### config.mk
export PLATFORM = sky130hd
export DESIGN_NAME = sio_bus_front
export DESIGN_NICKNAME = d
export VERILOG_FILES = /design/src/rtl/sio_pkg.sv /design/src/rtl/sio_byte_fifo.sv /design/src/rtl/sio_irq_gen.sv /design/src/rtl/sio_bus_front.sv
export SDC_FILE = /design/constraint.sdc
export NUM_CORES = 1
export LEC_CHECK = 0
export BUFFER_PORTS_ARGS = -buffer_cell sky130_fd_sc_hd__buf_2
export CAP_MARGIN = 20
export CORE_UTILIZATION = 26
export CTS_CLUSTER_DIAMETER = 60
export DETAILED_ROUTE_END_ITERATION = 10
export HOLD_SLACK_MARGIN = 0.08
export SLEW_MARGIN = 20
export SYNTH_ARGS = -nofsm -noshare
export SYNTH_HDL_FRONTEND = slang
export SYNTH_SLANG_ARGS = --single-unit
### constraint.sdc
create_clock -name clk -period 3.05 [get_ports clk]
set_clock_uncertainty 0.2 [all_clocks]
set_input_delay 0.1525 -clock clk [delete_from_list [all_inputs] [get_ports clk]]
set_output_delay 0.1525 -clock clk [all_outputs]
set_load 0.02 [all_outputs]
### src/rtl/sio_pkg.sv
package sio_pkg;
   // word index of each register (byte address bits 4:2)
   localparam int REG_DATA   = 0;
   localparam int REG_STATUS = 1;
   localparam int REG_CTRL   = 2;
   localparam int REG_SCALER = 3;
   localparam int REG_DEBUG  = 4;
   // control bit positions
   localparam int CTRL_W     = 15;
   localparam int CB_RX_IE   = 2;
   localparam int CB_TX_IE   = 3;
   localparam int CB_TXL_IE  = 9;
   localparam int CB_RXL_IE  = 10;
   localparam int CB_DEBUG   = 11;
   localparam int CB_BRK_IE  = 12;
   localparam int CB_IDLE_IE = 14;
   typedef logic [7:0] byte_t;
endpackage

### src/rtl/sio_byte_fifo.sv
module sio_byte_fifo #(
   parameter int DEPTH = 8,
   localparam int PW = $clog2(DEPTH),
   localparam int CW = $clog2(DEPTH + 1)
) (
   input  logic            clk,
   input  logic            rst_n,
   input  logic            push,
   input  sio_pkg::byte_t  din,
   input  logic            pop,
   output sio_pkg::byte_t  head,
   output logic [CW-1:0]   count,
   output logic            full,
   output logic            empty
);
   logic [PW-1:0]  wr_ptr, rd_ptr;
   sio_pkg::byte_t mem [DEPTH];
   logic           do_push, do_pop;

   assign full    = (count == CW'(DEPTH));
   assign empty   = (count == '0);
   assign do_push = push & ~full;
   assign do_pop  = pop & ~empty;
   assign head    = mem[rd_ptr];

   for (genvar i = 0; i < DEPTH; i++) begin : g_slot
      always_ff @(posedge clk) begin
         if (do_push && wr_ptr == PW'(i)) mem[i] <= din;
      end
   end

   always_ff @(posedge clk or negedge rst_n) begin
      if (!rst_n) begin
         wr_ptr <= '0;
         rd_ptr <= '0;
         count  <= '0;
      end else begin
         if (do_push) wr_ptr <= wr_ptr + 1'b1;
         if (do_pop)  rd_ptr <= rd_ptr + 1'b1;
         if (do_push && !do_pop)      count <= count + 1'b1;
         else if (do_pop && !do_push) count <= count - 1'b1;
      end
   end
endmodule

### src/rtl/sio_irq_gen.sv
module sio_irq_gen (
   input  logic                      clk,
   input  logic                      rst_n,
   input  logic [sio_pkg::CTRL_W-1:0] en,
   input  logic                      rx_ready,
   input  logic                      rx_half,
   input  logic                      tx_half,
   input  logic                      tx_empty,
   input  logic                      shift_empty,
   input  logic                      brk,
   output logic                      irq
);
   import sio_pkg::*;
   logic was_busy_q, drained;

   always_ff @(posedge clk or negedge rst_n) begin
      if (!rst_n) was_busy_q <= 1'b0;
      else        was_busy_q <= ~tx_empty;
   end

   assign drained = was_busy_q & tx_empty;

   assign irq = (en[CB_RX_IE]   & rx_ready)
              | (en[CB_TX_IE]   & drained)
              | (en[CB_RXL_IE]  & rx_half)
              | (en[CB_TXL_IE]  & ~tx_half)
              | (en[CB_BRK_IE]  & brk)
              | (en[CB_IDLE_IE] & tx_empty & shift_empty);
endmodule

### src/rtl/sio_bus_front.sv
module sio_bus_front #(
   parameter int DEPTH    = 8,
   parameter int ADDR_W   = 5,
   parameter int SCALER_W = 12
) (
   input  logic                clk,
   input  logic                rst_n,
   input  logic                psel,
   input  logic                penable,
   input  logic                pwrite,
   input  logic [ADDR_W-1:0]   paddr,
   input  logic [31:0]         pwdata,
   output logic [31:0]         prdata,
   output logic                pready,
   output logic                pslverr,
   output logic [7:0]          tx_byte,
   output logic                tx_avail,
   input  logic                tx_pop,
   input  logic                tx_shift_empty,
   input  logic                rx_push,
   input  logic [7:0]          rx_byte,
   input  logic                err_frame,
   input  logic                err_parity,
   input  logic                err_break,
   output logic [14:0]         cfg_ctrl,
   output logic [SCALER_W-1:0] cfg_scaler,
   output logic                irq
);
   import sio_pkg::*;
   localparam int CW   = $clog2(DEPTH + 1);
   localparam int HALF = DEPTH / 2;

   if (DEPTH < 2 || DEPTH > 32 || (DEPTH & (DEPTH - 1)) != 0) begin : g_bad_depth
      $error("DEPTH must be a power of two from 2 to 32");
   end
   if (ADDR_W < 5) begin : g_bad_addr
      $error("ADDR_W must cover five word registers");
   end
   if (SCALER_W < 1 || SCALER_W > 31) begin : g_bad_scaler
      $error("SCALER_W out of range");
   end

   logic              wr_acc, rd_acc, tx_wr, rx_rd, dbg_wr;
   logic [2:0]        reg_sel;
   logic [CTRL_W-1:0] ctrl_q;
   logic [SCALER_W-1:0] scaler_q;
   logic              fe_q, pe_q, ov_q, br_q;
   logic [CW-1:0]     tx_cnt, rx_cnt;
   logic              tx_full, tx_empty, rx_full, rx_empty;
   byte_t             tx_head, rx_head, rx_din;
   logic              rx_in;
   logic [31:0]       status;
   logic              unused_bits;

   assign unused_bits = &{1'b0, paddr, pwdata};
   assign pready  = 1'b1;
   assign pslverr = 1'b0;
   assign reg_sel = paddr[4:2];
   assign wr_acc  = psel & penable & pwrite;
   assign rd_acc  = psel & penable & ~pwrite;
   assign tx_wr   = wr_acc & (reg_sel == 3'(REG_DATA));
   assign rx_rd   = rd_acc & (reg_sel == 3'(REG_DATA));
   assign dbg_wr  = wr_acc & (reg_sel == 3'(REG_DEBUG)) & ctrl_q[CB_DEBUG];
   // engine delivery has priority over a debug write in the same cycle
   assign rx_in   = rx_push | dbg_wr;
   assign rx_din  = rx_push ? rx_byte : pwdata[7:0];

   sio_byte_fifo #(.DEPTH(DEPTH)) u_txq (
      .clk(clk), .rst_n(rst_n), .push(tx_wr), .din(pwdata[7:0]), .pop(tx_pop),
      .head(tx_head), .count(tx_cnt), .full(tx_full), .empty(tx_empty));

   sio_byte_fifo #(.DEPTH(DEPTH)) u_rxq (
      .clk(clk), .rst_n(rst_n), .push(rx_in), .din(rx_din), .pop(rx_rd),
      .head(rx_head), .count(rx_cnt), .full(rx_full), .empty(rx_empty));

   always_ff @(posedge clk or negedge rst_n) begin
      if (!rst_n) begin
         ctrl_q   <= '0;
         scaler_q <= '0;
         fe_q <= 1'b0; pe_q <= 1'b0; ov_q <= 1'b0; br_q <= 1'b0;
      end else begin
         if (wr_acc && reg_sel == 3'(REG_CTRL))   ctrl_q   <= pwdata[CTRL_W-1:0];
         if (wr_acc && reg_sel == 3'(REG_SCALER)) scaler_q <= pwdata[SCALER_W-1:0];
         if (wr_acc && reg_sel == 3'(REG_STATUS)) begin
            fe_q <= 1'b0; pe_q <= 1'b0; ov_q <= 1'b0; br_q <= 1'b0;
         end
         // new events win over a clear in the same cycle
         if (err_frame)           fe_q <= 1'b1;
         if (err_parity)          pe_q <= 1'b1;
         if (err_break)           br_q <= 1'b1;
         if (rx_push && rx_full)  ov_q <= 1'b1;
      end
   end

   always_comb begin
      status        = '0;
      status[31:26] = 6'(rx_cnt);
      status[25:20] = 6'(tx_cnt);
      status[10]    = rx_full;
      status[9]     = tx_full;
      status[8]     = (rx_cnt >= CW'(HALF));
      status[7]     = (tx_cnt >= CW'(HALF));
      status[6]     = fe_q;
      status[5]     = pe_q;
      status[4]     = ov_q;
      status[3]     = br_q;
      status[2]     = tx_empty;
      status[1]     = tx_shift_empty;
      status[0]     = ~rx_empty;
   end

   always_comb begin
      case (reg_sel)
         3'(REG_DATA):   prdata = rx_empty ? 32'd0 : {24'd0, rx_head};
         3'(REG_STATUS): prdata = status;
         3'(REG_CTRL):   prdata = {1'b1, 16'd0, ctrl_q};
         3'(REG_SCALER): prdata = 32'(scaler_q);
         3'(REG_DEBUG):  prdata = {24'd0, tx_head};
         default:        prdata = 32'd0;
      endcase
   end

   assign tx_byte    = tx_head;
   assign tx_avail   = ~tx_empty;
   assign cfg_ctrl   = ctrl_q;
   assign cfg_scaler = scaler_q;

   sio_irq_gen u_irq (
      .clk(clk), .rst_n(rst_n), .en(ctrl_q),
      .rx_ready(~rx_empty), .rx_half(status[8]), .tx_half(status[7]),
      .tx_empty(tx_empty), .shift_empty(tx_shift_empty), .brk(br_q),
      .irq(irq));
endmodule

# ---- Word level (Yosys, flattened, before mapping)
# Memory sizes are Yosys's and may differ from the RTL's.
# Cells that the tools add are included.
dict set report op_classes {
  n_reduce_logical 53
  n_mux 86
  shift 0
  n_div 0
  n_lt_le_gt_ge 2
  n_eq_ne 20
  multipliers 0
  bitwise_logic 31
  add_sub_neg 8
}
# operator count
set ops {}
lappend ops {{case mux 32 bit (5 select lines)} 1}
lappend ops {{two-way mux 8 bit} 16}
lappend ops {{OR reduction 8 bit} 14}
lappend ops {{two-way mux 1 bit} 51}
lappend ops {{two-way mux 3 bit} 14}
lappend ops {{== test 3 bit (second input constant)} 9}
lappend ops {{logical AND 1 bit} 24}
lappend ops {{AND 1 bit} 19}
lappend ops {{== test 3 x 2 -> 1 bit (second input constant)} 6}
lappend ops {{two-way mux 4 bit} 4}
lappend ops {{adder 3 x 1 -> 3 bit (second input constant)} 4}
lappend ops {{nonzero test 2 bit} 6}
lappend ops {{== test 3 x 1 -> 1 bit (second input constant)} 3}
lappend ops {{zero test 3 bit} 3}
lappend ops {{adder 4 x 1 -> 4 bit (second input constant)} 2}
lappend ops {{== test 4 bit (second input constant)} 2}
lappend ops {{greater-or-equal comparator 4 x 3 -> 1 bit (second input constant)} 2}
lappend ops {{zero test 4 bit} 2}
lappend ops {{subtractor 4 x 1 -> 4 bit (second input constant)} 2}
lappend ops {{inverter 1 bit} 6}
lappend ops {{OR 1 bit} 6}
lappend ops {{zero test 1 bit} 4}
dict set report word_totals {
  latch_bits 0
  reg_bits 52
  romBits 0
  input_bits 56
  elab_cells 215
  mem_bits_rw 128
  mem_count 2
}
# name words word_bits rd rd_ports_with_merged_regs write_ports line
set memory_table {}
lappend memory_table {u_rxq.mem 8 8 1 0 1 sio_byte_fifo.sv:17} ;# sio_pkg::byte_t mem [DEPTH];
lappend memory_table {u_txq.mem 8 8 1 0 1 sio_byte_fifo.sv:17}

# ---- Depth between registers and ports, before layout
dict set report depth {
  ltp_word 17
  ltp_mapped 12
}

# ---- By module
# Synthesis repeated with hierarchy kept, for this count alone.
dict set report hier_totals {
  cells_unflattened 487
  area_unflattened_um2 8294.2
}
# mod seq_area_each_um2 n_inst area_per_inst_um2 cells_per_inst
set modules_own_cells {}
lappend modules_own_cells {{sio_byte_fifo (u_rxq)} 2172.1 1 3188.1 159}
lappend modules_own_cells {{sio_byte_fifo (u_txq)} 2172.1 1 3176.8 159}
lappend modules_own_cells {sio_bus_front 775.7 1 1863.0 162}
lappend modules_own_cells {sio_irq_gen 25.0 1 66.3 7}

# ---- Least setup slack after synthesis
# Ideal clock, no wire load.
dict set report synth_path {
  kind {reg-to-reg}
  startpoint {reg u_txq.count[3]}
  endpoint {reg u_txq.count[3]}
  slack_ns 0.312
  n_path_buf 1
  t_arrival_ns 2.459
  path_stages_with_launch 11
  synth_period_minus_slack_ns 2.738
  path_cell_list {dfrtp_1 -> or4_1 -> clkbuf_1 -> nand2_1 -> ha_1 -> inv_1 -> ha_1 -> a21o_1 -> a21oi_1 -> mux2i_1 -> xnor2_1}
}
dict set report synth_via {
  elab_chain_len 6
}
# item line
set synth_rtl {}
lappend synth_rtl {{start, declared} sio_byte_fifo.sv:12} ;# output logic [CW-1:0] count,
lappend synth_rtl {{start signal, assigned} sio_byte_fifo.sv:40} ;# if (do_push && !do_pop) count <= count + 1'b1;
lappend synth_rtl {{start signal, assigned} sio_byte_fifo.sv:41} ;# else if (do_pop && !do_push) count <= count - 1'b1;
lappend synth_rtl {{zero test 4 bit *} sio_byte_fifo.sv:21} ;# assign empty = (count == '0);
lappend synth_rtl {{inverter 1 bit *} -}
lappend synth_rtl {{via tx_avail} sio_bus_front.sv:17} ;# output logic tx_avail,
lappend synth_rtl {{AND 1 bit *} sio_byte_fifo.sv:23} ;# assign do_pop = pop & ~empty;
lappend synth_rtl {{zero test 1 bit} sio_byte_fifo.sv:40}
lappend synth_rtl {{logical AND 1 bit} sio_byte_fifo.sv:40}
lappend synth_rtl {{two-way mux 4 bit or nonzero test 2 bit (tied branches)} -}
# Mark *: on every way through the listed nets, which the timed path passes. The rest lies on a longest branch. The select of a mux whose other input is x is not followed.
# A chain may end at the register's enable or synchronous reset.

# ---- Final worst setup path
dict set report layout_path {
  startpoint {reg u_txq.rd_ptr[0]}
  endpoint {out prdata[1]}
}
dict set report layout_via {
  elab_chain_len 2
}
# item line
set layout_rtl {}
lappend layout_rtl {{start, declared} sio_byte_fifo.sv:16} ;# logic [PW-1:0] wr_ptr, rd_ptr;
lappend layout_rtl {{start signal, assigned} sio_byte_fifo.sv:39} ;# if (do_pop) rd_ptr <= rd_ptr + 1'b1;
lappend layout_rtl {{memory (8 x 8 bit)} -}
lappend layout_rtl {{case mux 32 bit (5 select lines)} sio_bus_front.sv:113} ;# case (reg_sel)
lappend layout_rtl {{end, declared} sio_bus_front.sv:13} ;# output logic [31:0] prdata,
# Every way passes these cells.

==> results_dict.tcl <==
set metrics [dict create \
    cts.repair.resized 0 \
    rsz0062_at_grt "false" \
    drive_gt1_share_pct 37.3 \
    path_class "flip-flop to primary output" \
    fmax_mhz 350 \
    layout.nets 698 \
    drt_wl_total_um 20000 \
    numCtsBuffers 17 \
    p_total_uw 8000 \
    netlist_area_um2 8050 \
    synthCells 475 \
    htree_num_levels 4 \
    synthFlopType "edfxtp_1" \
    grt_overflow 0 \
    ys_async_sr_fraction_pct 28.9 \
    synth_edf_count 128 \
    cts_sinks 180 \
    fin_crit_sh_pct 93.7 \
    crit_arrival_ns 2.50 \
    dr.pass1.iters 4 \
    slew_violations 0 \
    fill_cells 2992 \
    final.setup.tns_ns 0 \
    min_period_ns 2.86 \
    clk_pin_slew_worst_paths_ns 0.07 \
    dp.cells 964 \
    ys_ff_latch 180 \
    drt.antenna.violating_nets 0 \
    grt.total_usage_pct 13.2 \
    clk_path_buf_depth 2 \
    ios 127 \
    num_rows 64 \
    yosysUniqueCellTypes 45 \
    powerDensity_nw_per_um2 802 \
    post_drt_wl_per_cell_um 19.4 \
    crit_fanout 18 \
    placed_cell_area_um2 9030 \
    first_iter_violations 277 \
    drv_cap 0 \
    initial_core_util_pct 26.4 \
    top_layer_used "met4" \
    antenna_found_initial 1 \
    holdCritPathClass "primary input to flip-flop" \
    cp_slowest_stage_delay_ns 0.57 \
    wl_met1_um 9220 \
    leakagePower_uw 0.00390 \
    setup_viol 0 \
    tightest_slew_ns 0.563 \
    num_vias 4683 \
    crit_path_start_kind "flip-flop" \
    drcViolationCount 0 \
    die_y_um 178 \
    fin_cells 1029 \
    ys_seq_area_share_pct 63.9 \
    multiInputGateArea_um2 2690 \
    grt_pass1_vias 4861 \
    gp_congestion 0.751 \
    peakVddDrop_uv 509 \
    worst_setup_path_end_kind "primary output" \
    dieWidth_um 178 \
    vias_per_cell 4.55 \
    regArea_um2 5140 \
    maxSlewHeadroom_pct 62.0 \
    outcome "finished, final reports clean" \
    cp_cell_sequence "buf_12 > mux4_1 > mux2_2 > a221o_1 > buf_2" \
    cts_tree "done" \
    cts_root_buf "clkbuf_16" \
    final_util_pct 32.7 \
    final_common_cell "edfxtp_1" \
    ys.warnings.count 0 \
    core_um2 30500 \
    crit_required_ns 2.70 \
    cts_setup_buffers 0 \
    dr_wl_met3_um 1090 \
    grt_first_pass_wirelength_um 30100 \
    hold_viol 0 \
    dp_hpwl_um 14200 \
    avgSynthCellArea_um2 16.9 \
    syn2layout_area_growth_pct 24.0 \
    num_antenna_cells 0 \
    wl_met2_um 9230 \
    grt_max_degree 27 \
    portBuffers 97 \
    final_cell_mix "128 x edfxtp_1, 97 x buf_2, 63 x mux2_2" \
    clk_latency_ns 0.42 \
    fin_area_um2 9980 \
    slowest_stage "mux4_1" \
    dieArea_um2 31700 \
]
## worst max-delay path: cells and delay by family (launching register included)
kind | cells | cell delay (ns)
mux | 2 | 0.90
compound gates | 1 | 0.42
flops | 1 | 0.38
buf+inv | 2 | 0.37
## final timing paths
kind                              endpoint  slack, ns            start  cells after the start
max                              prdata[1]       0.19  u_txq.rd_ptr[0]                      5
min in group asynchronous   u_rxq.count[0]       0.62            rst_n                      4
max reg2reg                 u_rxq.count[3]       0.30   u_rxq.count[2]                      9
min reg2reg                u_txq.rd_ptr[2]       0.27  u_txq.rd_ptr[2]                      1
max in group asynchronous  u_rxq.rd_ptr[2]       1.19            rst_n                      4
min                         u_rxq.count[0]       0.23          penable                      6
## routing by layer
layer,GRT usage (%),vias up
li1,-,2108
met3,2.49,25
met4,5.31,0
met2,20.2,140
met5,0,-
met1,18.3,2410
## logic make-up after synthesis
kind of cell	Yosys count	share of synthesized area, %
flops	180	63.9
xor+xnor	12	1.31
simple gates	77	5.46
fa+ha+maj	22	3.61
compound gates	38	3.42
mux	102	19.2
other cells	2	0.0933
buf+inv	42	3.00
## flip-flops by register name, summed over array words and instances (netlist names)
register          count
cfg_scaler           12
u_txq.mem            64
u_txq.wr_ptr          3
u_txq.rd_ptr          3
u_rxq.mem            64
u_txq.count           4
u_rxq.wr_ptr          3
pe_q                  1
br_q                  1
cfg_ctrl             15
u_irq.was_busy_q      1
u_rxq.count           4
fe_q                  1
u_rxq.rd_ptr          3
ov_q                  1
## cell usage after synthesis, types with 3 or more instances
library cell  instances  share of area [%]
nor2_1               18               0.84
clkbuf_1              5               0.23
nand2b_1              3               0.23
mux4_1               12                3.9
xnor2_1              11                1.2
dfrtp_1              52                 16
mux2_2               63                8.8
inv_1                10               0.47
and2_1               15                1.2
edfxtp_1            128                 48
ha_1                 20                3.1
buf_4                11                1.0
a221o_1               5               0.62
a21o_1                5               0.47
buf_1                 4               0.19
mux2i_1               7               0.87
buf_2                 9               0.56
a21oi_1               6               0.37
a22oi_1               9               0.84
nand2_1              15               0.70
mux4_2               20                5.6
and3_1               13                1.0
o21ai_0               5               0.31
## per-stage QoR
stage	hold WS, ns	setup WS (ns)
after detailed placement	-0.147	0.284
after floorplan	-0.343	0.312
after global placement	-0.151	0.318
after CTS	0.209	0.173
after global routing	0.242	0.0202
final	0.226	0.193
## report_power, final
group          switching (µW)  internal (µW)  total, µW
clock network             984           1320       2300
registers                 307           2980       3290
logic                    1280           1140       2410
## area by class of cell
class	count	area share, %
clock buffers	17	4.26
repair buffers	150	9.93
multi-input cells	261	27.0
clock inverters	15	1.97
inverters	10	0.376
well taps	396	4.96
flip-flops and latches	180	51.5
## what timing repair did
item	in CTS	in global routing
endpoints found under the setup margin	0	0
hold endpoints to repair	217	0
hold buffers	33	0
Note: power is estimated with default switching activity, not from simulation.
